**src/rtl/ddr_ser_pkg.sv**
```systemverilog
package ddr_ser_pkg;

  // Strobes sent from the sequencing control to the lane datapath.
  typedef struct packed {
    logic load;   // capture new words, launch bit slot 0
    logic shift;  // advance every lane by one bit slot
  } serStrobes_t;

endpackage

```
**src/rtl/dws_control.sv**
```systemverilog
module dws_control
  import ddr_ser_pkg::*;
#(
  parameter int WORD_W = 12
) (
  input  logic        clk,
  input  logic        rst,
  output serStrobes_t strobes,
  output logic        bitClk,
  output logic        frameClk
);

  localparam int CNT_W = $clog2(WORD_W);
  localparam int LAST  = WORD_W - 1;
  localparam int HALF  = WORD_W / 2;

  // slotCnt holds the index of the bit slot launched at the next edge.
  logic [CNT_W-1:0] slotCnt;

  always_ff @(posedge clk) begin
    if (rst) begin
      slotCnt  <= '0;
      bitClk   <= 1'b0;
      frameClk <= 1'b0;
    end else begin
      slotCnt  <= (slotCnt == CNT_W'(LAST)) ? '0 : slotCnt + 1'b1;
      bitClk   <= ~bitClk;
      frameClk <= (slotCnt < CNT_W'(HALF));
    end
  end

  always_comb begin
    strobes.load  = !rst && (slotCnt == '0);
    strobes.shift = !rst && (slotCnt != '0);
  end

endmodule

```
**src/rtl/dws_datapath.sv**
```systemverilog
module dws_datapath
  import ddr_ser_pkg::*;
#(
  parameter int NUM_CH = 8,
  parameter int WORD_W = 12
) (
  input  logic                     clk,
  input  logic                     rst,
  input  serStrobes_t              strobes,
  input  logic                     lsbFirst,
  input  logic [NUM_CH*WORD_W-1:0] sampleWords,
  output logic [NUM_CH-1:0]        serData
);

  genvar ch;
  generate
    for (ch = 0; ch < NUM_CH; ch++) begin : g_lane
      logic [WORD_W-1:0] inWord;
      logic [WORD_W-1:0] oriented;
      logic [WORD_W-1:0] shiftReg;

      assign inWord = sampleWords[ch*WORD_W +: WORD_W];

      // The bit to leave first is placed at the top, so every lane shifts one way.
      always_comb begin
        for (int b = 0; b < WORD_W; b++) begin
          oriented[b] = lsbFirst ? inWord[WORD_W-1-b] : inWord[b];
        end
      end

      always_ff @(posedge clk) begin
        if (rst) begin
          shiftReg <= '0;
        end else if (strobes.load) begin
          shiftReg <= oriented;
        end else if (strobes.shift) begin
          shiftReg <= {shiftReg[WORD_W-2:0], 1'b0};
        end
      end

      assign serData[ch] = shiftReg[WORD_W-1];
    end
  endgenerate

endmodule

```
**src/rtl/ddr_word_serializer.sv**
```systemverilog
module ddr_word_serializer
  import ddr_ser_pkg::*;
#(
  parameter int NUM_CH = 8,
  parameter int WORD_W = 12
) (
  input  logic                     clk,
  input  logic                     rst,
  input  logic                     lsbFirst,
  input  logic [NUM_CH*WORD_W-1:0] sampleWords,
  output logic [NUM_CH-1:0]        serData,
  output logic                     bitClk,
  output logic                     frameClk
);

  serStrobes_t strobes;

  dws_control #(.WORD_W(WORD_W)) u_control (
    .clk      (clk),
    .rst      (rst),
    .strobes  (strobes),
    .bitClk   (bitClk),
    .frameClk (frameClk)
  );

  dws_datapath #(.NUM_CH(NUM_CH), .WORD_W(WORD_W)) u_datapath (
    .clk         (clk),
    .rst         (rst),
    .strobes     (strobes),
    .lsbFirst    (lsbFirst),
    .sampleWords (sampleWords),
    .serData     (serData)
  );

endmodule

```
**config.mk**
```make
export PLATFORM = sky130hd
export DESIGN_NAME = ddr_word_serializer
export DESIGN_NICKNAME = d
export VERILOG_FILES = /design/src/rtl/ddr_ser_pkg.sv /design/src/rtl/dws_control.sv /design/src/rtl/dws_datapath.sv /design/src/rtl/ddr_word_serializer.sv
export SDC_FILE = /design/constraint.sdc
export NUM_CORES = 1
export LEC_CHECK = 0
export BUFFER_PORTS_ARGS = -buffer_cell sky130_fd_sc_hd__buf_2
export CAP_MARGIN = 5
export CORE_AREA = 10 10 130 84
export CTS_CLUSTER_SIZE = 24
export DETAILED_ROUTE_END_ITERATION = 12
export DIE_AREA = 0 0 140 94
export PLACE_DENSITY_LB_ADDON = 0.15
export SYNTH_ARGS = -nofsm -noshare
export SYNTH_HDL_FRONTEND = slang
export SYNTH_SLANG_ARGS = --single-unit
```
**constraint.sdc**
```tcl
create_clock -name clk -period 1.59 [get_ports clk]
set_input_delay 0 -clock clk [delete_from_list [all_inputs] [get_ports clk]]
set_output_delay 0 -clock clk [all_outputs]
set_load 0.03 [all_outputs]
```
==> summary.txt <==
Timing
  – Fmax: 637 MHz
  – Clock skew after layout: 0.00797 ns
  – Worst slew margin: 67.5%
  – Period minus WS final: 1.57 ns
  – Max-slew violations: 0
  – Hold slack: 0.0114 ns
  – Final worst-path cycle share: 98.8%
  – Hold Vio Cnt, Final: 0
  – Worst slew pin tran: 0.488 ns
  – Final setup vio count: 0

Die
  – Area of the core: 8460 µm²
  – Chip Width: 140 µm
  – Die Area: 13200 µm²
  – Cell Rows: 26
  – Initial Utilization: 52.4%
  – Ports: 109
  – Die Height: 94 µm

Power and ir drop
  – P per Cell Area: 1060 nW/µm²
  – Leak Pwr: 2.62 nW
  – VDD IR max: 0.000761 V

GRT
  – First-pass GRT wire length: 16.7 mm
  – Vias in the first global route: 3479
  – Gr ovfl total: 0
  – All-Layer GR Usage: 15.0%
  – Initial antenna violation count: 0
  – Largest net degree at the start of global routing: 96

Placement
  – RePlAce Congestion: 0.780
  – Final HPWL DP: 6.87 mm
  – DP Area: 5050 µm²
  – DP Cell Count: 633
  – Port Buffers: 108

CTS
  – CTS tree: done
  – Reg clk slew, reported paths: 0.07 ns
  – Clock Tree Buf Depth: 2
  – CTS Sinks: 102
  – H-tree lvl count: 3
  – Skew-Pair Late Insertion Delay: 0.34 ns
  – Num CTS Buffers: 9
  – Clk root buf: clkbuf_16

Layout
  – # nets final: 667
  – Post-Layout Inst Area: 6030 µm²
  – Share of cells above drive strength 1: 34.3%
  – Layout fillers: 643
  – Seq. cell area: 2040 µm²
  – Post-layout instance count excluding filler cells: 683
  – Multi-input gate area: 2300 µm²
  – Synthesis-to-layout area growth: 36.0%
  – Diode count: 0

Logic synthesis
  – Synth Instances: 450
  – Synth top area cells: dfxtp_1 (46%), mux2i_1 (22%), a211oi_1 (15%)
  – Yosys reg bits: 102
  – Syn_area_per_cell: 9.85 µm²
  – Synth area leader: dfxtp_1
  – Synth Net Count: 551
  – Distinct cells, synth: 19
  – Seq/Total Area, Yosys: 46.1%
  – Total number of yosys warnings: 0
  – Post-Syn Area: 4430 µm²
  – Post-synth top area share: 46.1%

Route
  – Routed wire length: 11.6 mm
  – Initial DRC count: 237
  – Via count: 3678
  – DR vias/cell: 5.39
  – Number of remaining DRC errors: 0
  – DR WL/cell: 16.9 µm
  – Post-DRT Antenna Nets: 0
  – Detailed Routing Iterations Pass 1: 4

Critical path
  – CP max stage cell: dfxtp_2
  – Critical Path AT: 1.81 ns
  – Critical Path, Cell by Cell: inv_2 > ha_4 > nor4b_4 > buf_6 > buf_6 > nor2_1 > a211oi_1
  – CP required: 1.83 ns
  – Crit path max fanout: 8
  – Sum of buffers and inverters on the critical path: 3
  – Crit-path leading delay family: buffers and inverters
  – CP most frequent cell: buf_6
  – Critical Path Max Stage Delay: 0.33 ns
  – Critical Setup Path Class: reg2reg
  – CP Launch Type: register
  – CP endpoint kind: register

Worst hold path
  – Hold/Removal Path Class: in2reg

Outcome
  – Run status: complete, no violations

Job
  – Max_cap viols: 0
## placed cells by master, fill, tap and decap left out, drive strengths merged
master         n
and3b          1
dlygate4sd3   16
clkbuf        19
nor4b          1
a31oi          1
a211oi        89
dfxtp        102
mux2i         97
ha             2
o211ai         1
or3b           1
clkinvlp       2
buf          131
clkinv         3
nand4b         1
nor3           1
inv            2
nor2          99
nand3b         1
nor3b          1
## registers in the layout (all words and copies together) (netlist names)
signal	count
u_datapath.g_lane.shiftReg	96
u_control.slotCnt	4
u_control.bitClk	1
u_control.frameClk	1
## synth_stat cells
library cell,instances
a211oi_1,89
nor3b_1,1
mux2i_1,97
nand3b_1,1
ha_1,2
buf_1,1
and3b_1,1
nand4b_1,1
o211ai_1,1
or3b_2,1
nor2_1,99
buf_4,15
clkbuf_1,19
a31oi_1,1
dfxtp_1,102
inv_1,2
nor4b_4,1
nor3_1,1
buf_2,15
## worst reg2reg max path: cells and delay by family (launching register included)
family | cells | cell delay [ns]
compound gates | 1 | 0.23
fa+ha+maj | 1 | 0.14
simple gates | 2 | 0.29
buf+inv | 3 | 0.49
flops | 1 | 0.33
## cell type report
class                      count  share of cell area (%)
multi-input combinational    296                    38.2
sequential                   102                    33.9
timing repair buffer         155                    20.7
clock buffer                  11                    4.19
tap                          112                    2.33
clock inverter                 5                   0.561
inverter                       2                   0.125
## routing by layer
metal	global-route usage (%)	part of all wire [%]	vias to the layer above
li1	-	-	1842
met1	20.3	49	1733
met2	22.3	44	91
met3	4.29	5.6	12
met4	4.97	1.3	0
met5	0	0	-
## path summary, 6_finish.rpt
kind	slack [ns]	endpoint	from	cells past startpoint
max	0.02	u_datapath.g_lane[6].shiftReg[2]	u_control.slotCnt[1]	7
min	0.01	u_datapath.g_lane[5].shiftReg[9]	sampleWords[69]	3
max reg2reg	0.02	u_datapath.g_lane[6].shiftReg[2]	u_control.slotCnt[1]	7
min reg2reg	0.40	u_control.bitClk	u_control.bitClk	1
## metrics by stage
step	power, mW	util (%)	TNS [ns]	setup WS, ns
finish	6.38	71.2	0	0.0198
global route	6.66	71.2	-0.144	-0.0335
CTS	6.08	65.0	0	0.00444
detailed placement	3.99	59.7	0	0.0183
global placement	3.96	59.7	0	0.0613
floorplan	3.67	-	0	0.166
## repair_timing
item                       4_1_cts  5_1_grt
buffers inserted                 0        4
gates resized for setup          0       51
hold endpoints to repair         8        0
hold buffers                    16        0
setup endpoints to repair        0       86
## logic make-up (layout without fill, tap and decap cells)
group	Yosys count	count (layout)	synth area share (%)
fa+ha+maj	2	2	0.565
buf+inv	52	173	6.10
flops	102	102	46.1
compound gates	91	91	15.4
mux	97	97	21.9
simple gates	106	106	9.97
## report_power, final
part	internal [mW]	leakage, nW	switching [mW]	total (mW)
registers	2.81	0.842	0.0720	2.88
clock network	1.14	0.138	0.916	2.06
logic	0.695	1.64	0.739	1.43
Power figures use the tool's default switching activity.
